[config.mk]
export PLATFORM = sky130hd
export DESIGN_NAME = rot_operand_buffer
export DESIGN_NICKNAME = d
export VERILOG_FILES = /design/src/rtl/rot_buf_pkg.sv /design/src/rtl/rot_ring_ctrl.sv /design/src/rtl/rot_ring_data.sv /design/src/rtl/rot_operand_buffer.sv
export SDC_FILE = /design/constraint.sdc
export NUM_CORES = 1
export LEC_CHECK = 0
export BUFFER_PORTS_ARGS = -buffer_cell sky130_fd_sc_hd__buf_4
export CORE_MARGIN = 2
export CORE_UTILIZATION = 57
export DETAILED_ROUTE_END_ITERATION = 8
export PLACE_DENSITY = 0.88
export SYNTH_ARGS = -nofsm -noshare
export SYNTH_HDL_FRONTEND = slang
export SYNTH_HIERARCHICAL = 1
export SYNTH_SLANG_ARGS = --single-unit
[constraint.sdc]
create_clock -name clk -period 5.8 [get_ports clk]
set_input_delay 0.58 -clock clk [delete_from_list [all_inputs] [get_ports clk]]
set_output_delay 0.58 -clock clk [all_outputs]
set_load 0.1 [all_outputs]
[src/rtl/rot_buf_pkg.sv]
package rot_buf_pkg;
  localparam int RING_SLOTS = 3;
  localparam int SLOT_IDX_W = $clog2(RING_SLOTS);

  typedef logic [SLOT_IDX_W-1:0] slotIdx_t;

  // strobes from ring control to ring storage
  typedef struct packed {
    logic [RING_SLOTS-1:0] load;
    logic [RING_SLOTS-1:0] moveIn;
    logic [RING_SLOTS-1:0] moveOut;
    logic [RING_SLOTS-1:0] clear;
    slotIdx_t [RING_SLOTS-1:0] srcSel;
  } ringStrobe_t;
endpackage

[src/rtl/rot_ring_ctrl.sv]
module rot_ring_ctrl
  import rot_buf_pkg::*;
#(
  parameter int IN_LANES = RING_SLOTS
) (
  input  logic [RING_SLOTS-1:0]     slotValid,
  input  slotIdx_t [RING_SLOTS-1:0] slotTgt,
  input  logic [IN_LANES-1:0]       laneValid,
  input  logic [RING_SLOTS-1:0]     clrReq,
  output logic [IN_LANES-1:0]       laneReady,
  output logic [RING_SLOTS-1:0]     slotPlaced,
  output ringStrobe_t               strobe
);
  logic [RING_SLOTS-1:0] misplaced;
  logic [RING_SLOTS-1:0] moveVec;
  slotIdx_t [RING_SLOTS-1:0] destIdx;

  always_comb begin
    for (int i = 0; i < RING_SLOTS; i++) begin
      slotPlaced[i] = slotValid[i] && (slotTgt[i] == slotIdx_t'(i));
      misplaced[i]  = slotValid[i] && (slotTgt[i] != slotIdx_t'(i));
    end
  end

  // hop target: next slot ahead not holding an in-place entry;
  // hop allowed when the walk over such slots meets an empty one
  // or wraps round through misplaced entries only
  always_comb begin
    int  j;
    logic found;
    logic walkDone;
    logic pathOk;
    for (int i = 0; i < RING_SLOTS; i++) begin
      destIdx[i] = slotIdx_t'(i);
      found    = 1'b0;
      walkDone = 1'b0;
      pathOk   = 1'b0;
      for (int s = 1; s < RING_SLOTS; s++) begin
        j = (i + s) % RING_SLOTS;
        if (!slotPlaced[j] && !found) begin
          destIdx[i] = slotIdx_t'(j);
          found = 1'b1;
        end
        if (!slotPlaced[j] && !walkDone && !slotValid[j]) begin
          pathOk   = 1'b1;
          walkDone = 1'b1;
        end
      end
      if (!walkDone) pathOk = 1'b1;
      moveVec[i] = misplaced[i] && found && pathOk;
    end
  end

  always_comb begin
    strobe = '0;
    for (int i = 0; i < RING_SLOTS; i++) begin
      if (moveVec[i]) begin
        strobe.moveOut[i]          = 1'b1;
        strobe.moveIn[destIdx[i]]  = 1'b1;
        strobe.srcSel[destIdx[i]]  = slotIdx_t'(i);
      end
      strobe.clear[i] = clrReq[i] && slotPlaced[i];
    end
    for (int k = 0; k < IN_LANES; k++) begin
      laneReady[k]   = !slotValid[k] && !strobe.moveIn[k];
      strobe.load[k] = laneValid[k] && laneReady[k];
    end
  end
endmodule

[src/rtl/rot_ring_data.sv]
module rot_ring_data
  import rot_buf_pkg::*;
#(
  parameter int DATA_W   = 32,
  parameter int IN_LANES = RING_SLOTS
) (
  input  logic                                  clk,
  input  logic                                  rstN,
  input  ringStrobe_t                           strobe,
  input  logic [IN_LANES-1:0][DATA_W-1:0]       laneData,
  input  slotIdx_t [IN_LANES-1:0]               laneTgt,
  output logic [RING_SLOTS-1:0]                 slotValid,
  output slotIdx_t [RING_SLOTS-1:0]             slotTgt,
  output logic [RING_SLOTS-1:0][DATA_W-1:0]     slotData
);
  for (genvar g = 0; g < RING_SLOTS; g++) begin : g_slot
    logic              loadEn;
    logic [DATA_W-1:0] loadData;
    slotIdx_t          loadTgt;
    logic              validQ;
    slotIdx_t          tgtQ;
    logic [DATA_W-1:0] dataQ;

    if (g < IN_LANES) begin : g_lane
      assign loadEn   = strobe.load[g];
      assign loadData = laneData[g];
      assign loadTgt  = laneTgt[g];
    end else begin : g_noLane
      assign loadEn   = 1'b0;
      assign loadData = '0;
      assign loadTgt  = '0;
    end

    always_ff @(posedge clk or negedge rstN) begin
      if (!rstN) begin
        validQ <= 1'b0;
        tgtQ   <= '0;
        dataQ  <= '0;
      end else if (loadEn) begin
        validQ <= 1'b1;
        tgtQ   <= loadTgt;
        dataQ  <= loadData;
      end else if (strobe.moveIn[g]) begin
        validQ <= 1'b1;
        tgtQ   <= slotTgt[strobe.srcSel[g]];
        dataQ  <= slotData[strobe.srcSel[g]];
      end else if (strobe.moveOut[g] || strobe.clear[g]) begin
        validQ <= 1'b0;
      end
    end

    assign slotValid[g] = validQ;
    assign slotTgt[g]   = tgtQ;
    assign slotData[g]  = dataQ;
  end
endmodule

[src/rtl/rot_operand_buffer.sv]
module rot_operand_buffer
  import rot_buf_pkg::*;
#(
  parameter int DATA_W = 32
) (
  input  logic                               clk,
  input  logic                               rstN,
  input  logic [RING_SLOTS-1:0]              inValid,
  output logic [RING_SLOTS-1:0]              inReady,
  input  logic [RING_SLOTS*DATA_W-1:0]       inData,
  input  logic [RING_SLOTS*SLOT_IDX_W-1:0]   inTarget,
  output logic                               opsComplete,
  output logic [RING_SLOTS*DATA_W-1:0]       opData,
  input  logic                               fuAccept,
  input  logic                               resValid,
  output logic                               resReady,
  input  logic [DATA_W-1:0]                  resData,
  input  logic [SLOT_IDX_W-1:0]              resDest,
  output logic [RING_SLOTS-1:0]              outValid,
  output logic [RING_SLOTS*DATA_W-1:0]       outData,
  input  logic [RING_SLOTS-1:0]              outAck
);
  // operand ring
  ringStrobe_t                       opStrobe;
  logic [RING_SLOTS-1:0]             opValid;
  slotIdx_t [RING_SLOTS-1:0]         opTgt;
  logic [RING_SLOTS-1:0][DATA_W-1:0] opSlotData;
  logic [RING_SLOTS-1:0]             opPlaced;
  logic [RING_SLOTS-1:0][DATA_W-1:0] opLaneData;
  slotIdx_t [RING_SLOTS-1:0]         opLaneTgt;
  logic                              opsCompleteQ;
  logic                              acceptFire;

  assign opLaneData = inData;
  assign opLaneTgt  = inTarget;
  assign acceptFire = opsCompleteQ && fuAccept;

  rot_ring_ctrl #(.IN_LANES(RING_SLOTS)) u_opCtrl (
    .slotValid (opValid),
    .slotTgt   (opTgt),
    .laneValid (inValid),
    .clrReq    ({RING_SLOTS{acceptFire}}),
    .laneReady (inReady),
    .slotPlaced(opPlaced),
    .strobe    (opStrobe)
  );

  rot_ring_data #(.DATA_W(DATA_W), .IN_LANES(RING_SLOTS)) u_opData (
    .clk      (clk),
    .rstN     (rstN),
    .strobe   (opStrobe),
    .laneData (opLaneData),
    .laneTgt  (opLaneTgt),
    .slotValid(opValid),
    .slotTgt  (opTgt),
    .slotData (opSlotData)
  );

  always_ff @(posedge clk or negedge rstN) begin
    if (!rstN) opsCompleteQ <= 1'b0;
    else       opsCompleteQ <= (&opPlaced) && !acceptFire;
  end

  assign opsComplete = opsCompleteQ;
  assign opData      = opSlotData;

  // result ring: one entry lane at slot 0
  ringStrobe_t                       resStrobe;
  logic [RING_SLOTS-1:0]             resSlotValid;
  slotIdx_t [RING_SLOTS-1:0]         resSlotTgt;
  logic [RING_SLOTS-1:0][DATA_W-1:0] resSlotData;
  logic [0:0][DATA_W-1:0]            resLaneData;
  slotIdx_t [0:0]                    resLaneTgt;
  logic [0:0]                        resLaneReady;

  assign resLaneData[0] = resData;
  assign resLaneTgt[0]  = resDest;
  assign resReady       = resLaneReady[0];

  rot_ring_ctrl #(.IN_LANES(1)) u_resCtrl (
    .slotValid (resSlotValid),
    .slotTgt   (resSlotTgt),
    .laneValid (resValid),
    .clrReq    (outAck),
    .laneReady (resLaneReady),
    .slotPlaced(outValid),
    .strobe    (resStrobe)
  );

  rot_ring_data #(.DATA_W(DATA_W), .IN_LANES(1)) u_resData (
    .clk      (clk),
    .rstN     (rstN),
    .strobe   (resStrobe),
    .laneData (resLaneData),
    .laneTgt  (resLaneTgt),
    .slotValid(resSlotValid),
    .slotTgt  (resSlotTgt),
    .slotData (resSlotData)
  );

  assign outData = resSlotData;
endmodule

After elaboration in Yosys (flattened, before gate mapping). Cells that the tools add are included.

Register bits after elaboration: 211. Input port bits: 146. Logic and storage cells: 251.

Order comparisons: 18. Equal/unequal tests: 8. Muxes and demuxes: 114. Bitwise operators: 10. Reductions and logical operators: 82.

Operators by type and width (number): $mux 32 (14); $bmux 32 s2 (6); $mux 2 (28); $logic_and 1x1->1 (46); $mux 1 (40); $lt 2x3->1 const B (12); $bmux 2 s2 (6); $or 3x3->3 (6); $demux 2 s2 (4); $reduce_bool 2->1 (8); $logic_not 1->1 (15); $demux 1 s2 (6); $ge 2x1->1 const B (6); $mux 3 (4); $mux 6 (2); $reduce_bool 3->1 (4); $mux 5 (2); $mux 4 (2); $and 3x3->3 (2); $logic_or 1x1->1 (6); $not 3->3 (2); $eq 2x1->1 const B (2); $eq 2x2->1 const B (2); $logic_not 2->1 (2); 3 further kinds (5).

Logic depth before layout (Yosys ltp). Gate-level depths: netlist of the first run.

Depth in word-level cells: 18. Depth in mapped cells: 10. Gate-level depth less buffers: 6.

Cells and area by module. Netlist of the first run, hierarchy kept.

By module, submodules not included: rot_ring_data (u_opData) (instances 1, cells each 521, area an instance 5765.5 um2, seq. area each 2627.5 um2); rot_ring_data (u_resData) (instances 1, cells each 463, area an instance 5303.8 um2, seq. area each 2627.5 um2); rot_ring_ctrl (u_opCtrl) (instances 1, cells each 38, area an instance 241.5 um2, seq. area each 0.0 um2); rot_ring_ctrl (u_resCtrl) (instances 1, cells each 35, area an instance 219.0 um2, seq. area each 0.0 um2); rot_operand_buffer (instances 1, cells each 4, area an instance 45.0 um2, seq. area each 25.0 um2).

Least setup slack after synthesis of the first run. Ideal clock, no wire load.

Path type: register to output. Start: register u_opData.g_slot[0].tgtQ[1]. End: output inReady[1]. Arrival time: 1.992 ns. Required time: 5.220 ns. Path slack: 3.228 ns. Cell stages (with the launch flop): 4. Path buffers: 0. Path through: dfrtp_1 -> o21ai_1 -> o21ai_1 -> nor2_1.

Cells in the longest elaborated chain, start to end: 15. Elaborated cells between the ends (all ways): 33. Classes of those cells: order compare: 4; mux: 13; bitwise: 2; reduce/logical: 14.

RTL lines: start, declared (RTL line rot_ring_data.sv:21) `slotIdx_t tgtQ;`; start signal, assigned (RTL line rot_ring_data.sv:41) `tgtQ <= loadTgt;`; start signal, assigned (RTL line rot_ring_data.sv:45) `tgtQ <= slotTgt[strobe.srcSel[g]];`; $logic_not 2->1 (RTL line rot_ring_ctrl.sv:20) `slotPlaced[i] = slotValid[i] && (slotTgt[i] == slotIdx_t'(i));`; $logic_and 1x1->1 (RTL line rot_ring_ctrl.sv:20); $logic_not 1->1 (RTL line rot_ring_ctrl.sv:40, rot_ring_ctrl.sv:44); $logic_and 1x1->1 (RTL line rot_ring_ctrl.sv:40) `if (!slotPlaced[j] && !found) begin`; $mux 2 (RTL line rot_ring_ctrl.sv:40); $lt 2x3->1 (implied by the code) / $ge 2x1->1 (equally long branches) (RTL line rot_ring_ctrl.sv:59) `strobe.moveIn[destIdx[i]] = 1'b1;`; $logic_and 1x1->1 (implied by the code) (RTL line rot_ring_ctrl.sv:59); $mux 1 (implied by the code) (RTL line rot_ring_ctrl.sv:59); $demux 1 s2; $or 3x3->3 (no line); $mux 3 (RTL line rot_ring_ctrl.sv:57) `if (moveVec[i]) begin`; $or 3x3->3 (no line); $mux 4 (*) (RTL line rot_ring_ctrl.sv:57); $logic_not 1->1 (*) (RTL line rot_ring_ctrl.sv:65) `laneReady[k] = !slotValid[k] && !strobe.moveIn[k];`; $logic_and 1x1->1 (*) (RTL line rot_ring_ctrl.sv:65); end, declared (RTL line rot_operand_buffer.sv:9) `output logic [RING_SLOTS-1:0] inReady,`.

Every way passes the cells marked *; elsewhere a longest branch is shown, timed or not.

==> results_dict.tcl, run 1 <==
set metrics [dict create \
    finish.net_count 1497 \
    core_sq_mm 0.02004 \
    rr_endpoint "u_opData/g_slot[1].dataQ[19]$_DFFE_PN0P_" \
    place.detailed.instances 1596 \
    numPortBuffers 345 \
    insertion_delay_ns 0.51 \
    grt_max_degree 86 \
    min-delay-path-class "input port to asynchronous set/reset pin" \
    full_die_area_sq_mm 0.02144 \
    floorplan.die.width_um 146.4 \
    clock_tree.root_cell "sky130_fd_sc_hd__clkbuf_16" \
    worst_path_max_delay_cell "sky130_fd_sc_hd__nor3b_4" \
    crit_path_frequent_cell "sky130_fd_sc_hd__nor3b_4" \
    ff_to_ff_path_depth 6 \
    detail_route.wl_per_cell_um 22.64 \
    finalCritPeriodShare 0.4972 \
    postRouteAntennaNets 0 \
    cp_top_family "simple AND/OR/NAND/NOR gates" \
    critical-path-max-stage-delay_ns 0.66 \
    layout_area_overhead_pct 28.30 \
    slew_violations 0 \
    timing.slew.headroom 0.08490 \
    worst_clock_skew_ns 0.008686 \
    grt_pass1_vias 10487 \
    drcViolationCount 0 \
    place_congestion 0.8795 \
    fin_setup_tns_ns 0 \
    postLayoutCoreUtil 0.7401 \
    die_height_um 146.4 \
    worst_setup_hold_path_clk_slew_ns 0.06 \
    cts_tree "built" \
    core.rowCount 52 \
    rsz0062_at_grt "false" \
    ff2ff_setup_slack_ns 2.92 \
    postCtsSetupBuffers 0 \
    synth.cell_area_sq_mm 0.01156 \
    timing_hold_violations_final 0 \
    timing.critical_path.to_type "flip-flop" \
    globalRouteTotalUtil 0.3389 \
    final_layout_size_suffix_gt1_frac 0.3172 \
    finalWirelength_um 37020 \
    cts_htree_levels 1 \
    crit_path_cell_trace "nor3b_4 -> nor3b_4 -> buf_4 -> mux2i_1 -> nor2_1 -> a221o_1" \
    grt_first_pass_wirelength_um 58590 \
    top_level_ports 346 \
    worst-path-buf-inv 1 \
    drt_iter0_drc 940 \
    routed_vias 10448 \
    fmax_achieved_mhz 346.8 \
    grt_total_ovfl 0 \
    critical_path_arrival_ns 3.28 \
    critPathKind "flip-flop to flip-flop" \
    start_util 0.5769 \
    antennaDiodeCount 0 \
    cp-start-kind "flip-flop" \
    period_minus_slack_ns 2.884 \
    yosys_warnings 6 \
    post_cts_resize_count 0 \
    cts_hold_buffers 0 \
    tritoncts_num_sinks 211 \
    antenna_violations_before_repair 0 \
    crit-reg2reg-launch "u_opData/g_slot[0].validQ$_DFFE_PN0P_" \
    syn-instance-count 1059 \
    cts_made_buffers 23 \
    dp_hpwl_um 24420 \
    final_setup_vio_count 0 \
    drt-pass1-iter-count 5 \
    timing_worst_slew_pin_value_ns 1.366 \
    timing.max_cap.violations 0 \
    postSynthAreaPerCell_sq_um 10.92 \
    number_of_buffers_between_clock_root_and_the_deepest_sink 3 \
    critPathRequiredTime_ns 6.20 \
    final_cells 1635 \
    critical_path.max_fanout 29 \
    vias_per_cell 6.390 \
    status "finished clean" \
]
-- metrics by stage --
step	hold WS [ns]	setup WS, ns	area (sq um)
floorplan	0.2844	3.228	11570
global placement	0.5211	3.098	14090
detailed placement	0.5325	2.980	14090
CTS	0.1447	2.954	14830
global route	0.1659	2.803	14830
finish	0.1146	2.916	14830
-- registers in the layout, indices dropped and copies added, names as in the netlist --
signal	cells
u_opData/g_slot.validQ	3
opsComplete	1
u_resData/g_slot.dataQ	96
u_opData/g_slot.dataQ	96
u_resData/g_slot.validQ	3
u_opData/g_slot.tgtQ	6
u_resData/g_slot.tgtQ	6
-- cell usage in the layout (no fill, tap or decap), types with 8 or more instances in the layout --
cell type and instances:
sky130_fd_sc_hd__a211oi_1 38, sky130_fd_sc_hd__a21oi_1 8, sky130_fd_sc_hd__a221o_1 100, sky130_fd_sc_hd__a22oi_1 60, sky130_fd_sc_hd__buf_4 369, sky130_fd_sc_hd__clkbuf_16 23, sky130_fd_sc_hd__dfrtp_1 211, sky130_fd_sc_hd__mux2i_1 173
sky130_fd_sc_hd__nand2_1 37, sky130_fd_sc_hd__nand2b_1 75, sky130_fd_sc_hd__nand3_1 57, sky130_fd_sc_hd__nor2_1 79, sky130_fd_sc_hd__nor2b_1 10, sky130_fd_sc_hd__o2bb2ai_1 41
-- area by class of cell --
cell class / count / area, sq um
Multi-Input combinational cell: 736 / 5655
Sequential cell: 211 / 5280
Inverter: 9 / 33.78
Timing Repair Buffer: 370 / 2784
Tap cell: 270 / 337.8
Clock buffer: 29 / 608.1
Clock inverter: 10 / 132.6
Fill cell: 1406 / 5207
-- worst max-delay path by stage --
stage,start,endpoint,cells after the start
floorplan,u_opData/g_slot[0].tgtQ[1]$_DFFE_PN0P_,inReady[1],3
global placement,u_opData/g_slot[0].validQ$_DFFE_PN0P_,u_opData/g_slot[1].dataQ[14]$_DFFE_PN0P_,6
detailed placement,u_opData/g_slot[0].validQ$_DFFE_PN0P_,u_opData/g_slot[1].dataQ[31]$_DFFE_PN0P_,6
CTS,u_resData/g_slot[0].validQ$_DFFE_PN0P_,u_resData/g_slot[1].dataQ[28]$_DFFE_PN0P_,6
global route,u_opData/g_slot[0].validQ$_DFFE_PN0P_,u_opData/g_slot[1].dataQ[31]$_DFFE_PN0P_,6
finish,u_opData/g_slot[0].validQ$_DFFE_PN0P_,u_opData/g_slot[1].dataQ[19]$_DFFE_PN0P_,6
-- per-layer routing --
metal | wire (um) | share of wire | track usage | up-vias
li1 | - | - | - | 4579
met1 | 14090 | 0.38 | 0.4463 | 5145
met2 | 18130 | 0.49 | 0.5693 | 639
met3 | 3692 | 0.10 | 0.07156 | 85
met4 | 1107 | 0.030 | 0.1015 | 0
met5 | 0 | 0 | 0 | -
Power of run 1 is not shown: default switching activity piles up to over one toggle a cycle in this logic, so the estimate is an artifact.
==> run 2: changes to the inputs <==
--- a/config.mk
+++ b/config.mk
@@ -7,9 +7,9 @@
 export LEC_CHECK = 0
 export BUFFER_PORTS_ARGS = -buffer_cell sky130_fd_sc_hd__buf_4
 export CORE_MARGIN = 2
-export CORE_UTILIZATION = 57
+export CORE_UTILIZATION = 53
 export DETAILED_ROUTE_END_ITERATION = 8
-export PLACE_DENSITY = 0.88
+export PLACE_DENSITY = 0.83
 export SYNTH_ARGS = -nofsm -noshare
 export SYNTH_HDL_FRONTEND = slang
 export SYNTH_HIERARCHICAL = 1
==> constraint.sdc (replaced) <==
create_clock -name clk -period 2.9 [get_ports clk]
set_input_delay 0.29 -clock clk [delete_from_list [all_inputs] [get_ports clk]]
set_output_delay 0.29 -clock clk [all_outputs]
set_load 0.1 [all_outputs]
==> results_dict.tcl, run 2 (same netlist as run 1, synthesis figures left out) <==
set metrics [dict create \
    min_delay_worst_endpoint "u_opData/g_slot[0].dataQ[4]$_DFFE_PN0P_" \
    core_sq_mm 0.02162 \
    globalRouteTotalUtil 0.3220 \
    layout_area_overhead_pct 32.45 \
    drt-pass1-iter-count 5 \
    cp_top_family "simple AND/OR/NAND/NOR gates" \
    full_die_area_sq_mm 0.02301 \
    cp-start-kind "flip-flop" \
    critical_path.max_fanout 19 \
    layout_common_cells "sky130_fd_sc_hd__buf_4 (381), sky130_fd_sc_hd__dfrtp_1 (211), sky130_fd_sc_hd__mux2i_1 (173)" \
    critical_path_arrival_ns 3.14 \
    numPortBuffers 345 \
    place_congestion 0.9569 \
    worst_path_max_delay_cell "sky130_fd_sc_hd__or3b_1" \
    cts_hold_buffers 21 \
    antenna_violations_before_repair 2 \
    number_of_buffers_between_clock_root_and_the_deepest_sink 3 \
    postCtsSetupBuffers 0 \
    timing.slew.headroom 0.05180 \
    grt_total_ovfl 0 \
    area_taken_by_flip_flops_and_latches_sq_mm 0.005280 \
    timing.critical_path.to_type "flip-flop" \
    detail_route.wl_per_cell_um 22.80 \
    ff2ff_setup_slack_ns 0.20 \
    min-delay-path-class "input port to flip-flop" \
    grt_first_pass_wirelength_um 58380 \
    timing_worst_slew_pin_value_ns 1.416 \
    top_level_ports 346 \
    timing_hold_violations_final 0 \
    drcViolationCount 0 \
    grt_pass1_vias 10556 \
    multiInputGateArea_sq_mm 0.005655 \
    worst_clock_skew_ns 0.01523 \
    slew_violations 0 \
    finalWirelength_um 38520 \
    timing.max_cap.violations 0 \
    fin_setup_tns_ns 0 \
    cts_tree "built" \
    worst-path-buf-inv 1 \
    cts_made_buffers 24 \
    fmax_achieved_mhz 370.2 \
    finish.net_count 1539 \
    tritoncts_num_sinks 211 \
    period_minus_slack_ns 2.702 \
    drt_iter0_drc 857 \
    critPathKind "flip-flop to flip-flop" \
    vias_per_cell 6.307 \
    hp-start "inData[4]" \
    dp_hpwl_um 25650 \
    rsz0062_at_grt "false" \
    floorplan.die.width_um 151.7 \
    cts_htree_levels 1 \
    postRouteAntennaNets 0 \
    status "finished clean" \
    critPathRequiredTime_ns 3.34 \
    crit_path_cell_trace "o21ai_1 -> a21boi_1 -> nor2b_1 -> or3b_1 -> buf_4 -> nor2_1 -> a221o_1" \
    core.rowCount 54 \
    grt_max_degree 72 \
    ff_to_ff_path_depth 7 \
    final_layout_size_suffix_gt1_frac 0.3189 \
    rr_endpoint "u_opData/g_slot[2].dataQ[19]$_DFFE_PN0P_" \
    routed_vias 10659 \
    crit-reg2reg-launch "u_opData/g_slot[0].tgtQ[1]$_DFFE_PN0P_" \
    insertion_delay_ns 0.51 \
    post_cts_resize_count 0 \
    clock_tree.root_cell "sky130_fd_sc_hd__clkbuf_16" \
    layout_top_registers "u_opData/g_slot.dataQ: 96 flops, u_resData/g_slot.dataQ: 96 flops" \
    fillers 1545 \
    layout_commonest_cell "sky130_fd_sc_hd__buf_4" \
    finalCritPeriodShare 0.9316 \
    final_setup_vio_count 0 \
    die_height_um 151.7 \
    start_util 0.5347 \
    worst_setup_hold_path_clk_slew_ns 0.06 \
    critical-path-max-stage-delay_ns 0.71 \
    worst_hold_path.num_cells 2 \
]
[run 2: changes by cell type in the layout (fill, tap and decap cells not counted), moves of 2 or more]
cell                            change
sky130_fd_sc_hd__diode_2            +2
sky130_fd_sc_hd__clkbuf_16          +2
sky130_fd_sc_hd__clkinv_2           -2
sky130_fd_sc_hd__buf_4             +12
sky130_fd_sc_hd__buf_12             +6
sky130_fd_sc_hd__dlygate4sd3_1     +23
sky130_fd_sc_hd__clkbuf_1           +4
[run 2: worst reg2reg max path, delay by kind of cell, from the launching register on]
family / cells / cell delay [ns]
AOI/OAI and AO/OA: 3 / 0.59
buffers and inverters: 1 / 0.35
DFF: 1 / 0.45
and+or+nand+nor: 3 / 1.24
[run 2: final cells by class]
cell class | instances | share of cell area
multi-input combinational | 736 | 0.3694
timing repair buffer | 411 | 0.2106
antenna | 2 | 0.0003269
clock inverter | 5 | 0.004903
tap | 280 | 0.02288
inverter | 9 | 0.002206
sequential | 211 | 0.3449
clock buffer | 36 | 0.04486
[run 2: stage by stage]
step / utilization / area (sq um) / setup slack, ns / hold WS (ns) / cells
after floorplan: - / 11570 / 0.3768 / -0.005591 / 1061
after global placement: 0.6620 / 14310 / 0.3978 / 0.3423 / 1624
after detailed placement: 0.6620 / 14310 / 0.2947 / 0.3347 / 1624
after CTS: 0.7070 / 15290 / 0.2525 / 0.00001305 / 1686
after global routing: 0.7082 / 15310 / 0.05699 / 0.001693 / 1690
final: 0.7082 / 15310 / 0.1984 / 0.01309 / 1690
[run 2: worst max-delay path by stage]
stage          slack, ns                                    from  depth (start not counted)                                   endpoint
2_1_floorplan       0.38  u_resData/g_slot[0].validQ$_DFFE_PN0P_                          8  u_resData/g_slot[1].dataQ[16]$_DFFE_PN0P_
3_3_place_gp        0.40  u_opData/g_slot[0].tgtQ[1]$_DFFE_PN0P_                          7   u_opData/g_slot[2].dataQ[25]$_DFFE_PN0P_
3_5_place_dp        0.29  u_opData/g_slot[0].tgtQ[1]$_DFFE_PN0P_                          7   u_opData/g_slot[2].dataQ[28]$_DFFE_PN0P_
4_1_cts             0.25  u_opData/g_slot[0].tgtQ[1]$_DFFE_PN0P_                          7   u_opData/g_slot[2].dataQ[19]$_DFFE_PN0P_
5_1_grt             0.06  u_opData/g_slot[0].tgtQ[1]$_DFFE_PN0P_                          7   u_opData/g_slot[2].dataQ[30]$_DFFE_PN0P_
6_report            0.20  u_opData/g_slot[0].tgtQ[1]$_DFFE_PN0P_                          7   u_opData/g_slot[2].dataQ[19]$_DFFE_PN0P_
[run 2: metal layers]
metal / part of all wire / global-route usage
met5: 0 / 0
met2: 0.49 / 0.5399
met4: 0.031 / 0.1171
met3: 0.10 / 0.07365
met1: 0.38 / 0.4093
Power of run 2 is left out for the same reason.
==> run 3: changes to the inputs <==
==> constraint.sdc (replaced) <==
create_clock -name clk -period 2.9 [get_ports clk]
set_input_delay 0.58 -clock clk [delete_from_list [all_inputs] [get_ports clk]]
set_output_delay 0.58 -clock clk [all_outputs]
set_load 0.1 [all_outputs]
==> results_dict.tcl, run 3 (same netlist as run 1, synthesis figures left out) <==
set metrics [dict create \
    postRouteAntennaNets 0 \
    slew_violations 0 \
    top_level_ports 346 \
    core_sq_mm 0.02162 \
    timing_worst_slew_pin_value_ns 1.422 \
    fin_setup_tns_ns 0 \
    core.rowCount 54 \
    drt_iter0_drc 767 \
    min-delay-path-class "input port to asynchronous set/reset pin" \
    cts_tree "built" \
    full_die_area_sq_mm 0.02301 \
    drt-pass1-iter-count 7 \
    cp_top_family "simple AND/OR/NAND/NOR gates" \
    numPortBuffers 345 \
    worst-path-buf-inv 1 \
    finish.net_count 1513 \
    timing.critical_path.to_type "flip-flop" \
    wl_met2_um 18970 \
    grt_max_degree 74 \
    critPathRequiredTime_ns 3.35 \
    cts_made_buffers 24 \
    insertion_delay_ns 0.52 \
    grt_total_ovfl 0 \
    period_minus_slack_ns 2.784 \
    final_setup_vio_count 0 \
    crit_path_cell_trace "o21ai_1 -> a21boi_1 -> nor2b_1 -> or3b_1 -> buf_4 -> nor2_1 -> a221o_1" \
    cp-start-kind "flip-flop" \
    ff2ff_setup_slack_ns 0.12 \
    critical_path.max_fanout 19 \
    maxUsedRoutingLayer "met4" \
    final_layout_size_suffix_gt1_frac 0.3264 \
    layout_common_cells "sky130_fd_sc_hd__buf_4 (375), sky130_fd_sc_hd__dfrtp_1 (211), sky130_fd_sc_hd__mux2i_1 (173)" \
    timing.max_cap.violations 0 \
    timing_hold_violations_final 0 \
    cts_htree_levels 1 \
    status "finished clean" \
    drcViolationCount 0 \
    layout_area_overhead_pct 31.30 \
    wl_met1_um 14350 \
    fillers 1600 \
    critPathKind "flip-flop to flip-flop" \
    dp_hpwl_um 25510 \
    layout_commonest_cell "sky130_fd_sc_hd__buf_4" \
    fmax_achieved_mhz 359.2 \
    cts_hold_buffers 0 \
    start_util 0.5347 \
    routed_vias 10534 \
    place_congestion 0.9900 \
    clock_tree.root_cell "sky130_fd_sc_hd__clkbuf_16" \
    dr_wl_met3_um 3887 \
    rsz0062_at_grt "false" \
    worst_path_max_delay_cell "sky130_fd_sc_hd__or3b_1" \
    post_cts_resize_count 0 \
    grt_first_pass_wirelength_um 58550 \
    worst_clock_skew_ns 0.01307 \
    vias_per_cell 6.327 \
    finalWirelength_um 38510 \
    postCtsSetupBuffers 0 \
    floorplan.die.width_um 151.7 \
    critical_path_arrival_ns 3.23 \
    critical-path-max-stage-delay_ns 0.74 \
    worst_setup_hold_path_clk_slew_ns 0.06 \
    antenna_violations_before_repair 0 \
    layout_top_registers "u_opData/g_slot.dataQ: 96 flops, u_resData/g_slot.dataQ: 96 flops" \
    die_height_um 151.7 \
    tritoncts_num_sinks 211 \
    detail_route.wl_per_cell_um 23.13 \
    globalRouteTotalUtil 0.3241 \
    number_of_buffers_between_clock_root_and_the_deepest_sink 3 \
    finalCritPeriodShare 0.9601 \
    antennaDiodeCount 0 \
    timing.slew.headroom 0.04789 \
    grt_pass1_vias 10484 \
]
==> run 3: cell types whose count changed in the layout (fill, tap and decap cells not counted) <==
cell	change
sky130_fd_sc_hd__diode_2	-2
sky130_fd_sc_hd__dlygate4sd3_1	-23
sky130_fd_sc_hd__clkbuf_1	-3
sky130_fd_sc_hd__clkbuf_8	+5
sky130_fd_sc_hd__bufinv_16	+1
sky130_fd_sc_hd__buf_12	+3
sky130_fd_sc_hd__buf_4	-6
==> run 3: path summary, 6_finish.rpt <==
kind                                                               start                                        end  depth (start not counted)
worst max-delay path              u_opData/g_slot[0].tgtQ[1]$_DFFE_PN0P_   u_opData/g_slot[2].dataQ[26]$_DFFE_PN0P_                          7
worst min-delay path                                                rstN   u_resData/g_slot[1].dataQ[5]$_DFFE_PN0P_                          1
worst max register to register    u_opData/g_slot[0].tgtQ[1]$_DFFE_PN0P_   u_opData/g_slot[2].dataQ[26]$_DFFE_PN0P_                          7
worst min register to register  u_resData/g_slot[1].dataQ[3]$_DFFE_PN0P_   u_resData/g_slot[1].dataQ[3]$_DFFE_PN0P_                          1
max in group asynchronous                                           rstN  u_resData/g_slot[2].dataQ[29]$_DFFE_PN0P_                          2
min in group clk                                              inData[30]   u_opData/g_slot[0].dataQ[30]$_DFFE_PN0P_                          2
==> run 3: stage by stage <==
step	instances	utilization	hold slack (ns)	instance area [sq um]	setup slack, ns
after floorplan	1061	-	0.2844	11570	0.3278
after global placement	1621	0.6627	0.5199	14330	0.4082
after detailed placement	1621	0.6627	0.5293	14330	0.2523
after CTS	1665	0.7020	0.09125	15180	0.1833
after global routing	1665	0.7020	0.1240	15180	0.02549
final	1665	0.7020	0.08595	15180	0.1157
==> run 3: final cells by class <==
cell class | count | area (sq um) | area share
Clock buffer | 38 | 744.5 | 0.04905
Sequential cell | 211 | 5280 | 0.3479
Tap cell | 280 | 350.3 | 0.02308
Clock inverter | 6 | 105.1 | 0.006924
Timing Repair Buffer | 385 | 3009 | 0.1983
Multi-Input combinational cell | 736 | 5655 | 0.3726
Inverter | 9 | 33.78 | 0.002226
==> run 3: routing by layer <==
metal	vias up	global-route usage
met5	-	0
met4	0	0.1287
met3	112	0.07425
met2	652	0.5423
met1	5168	0.4077
li1	4602	-
Power of run 3 is left out for the same reason.
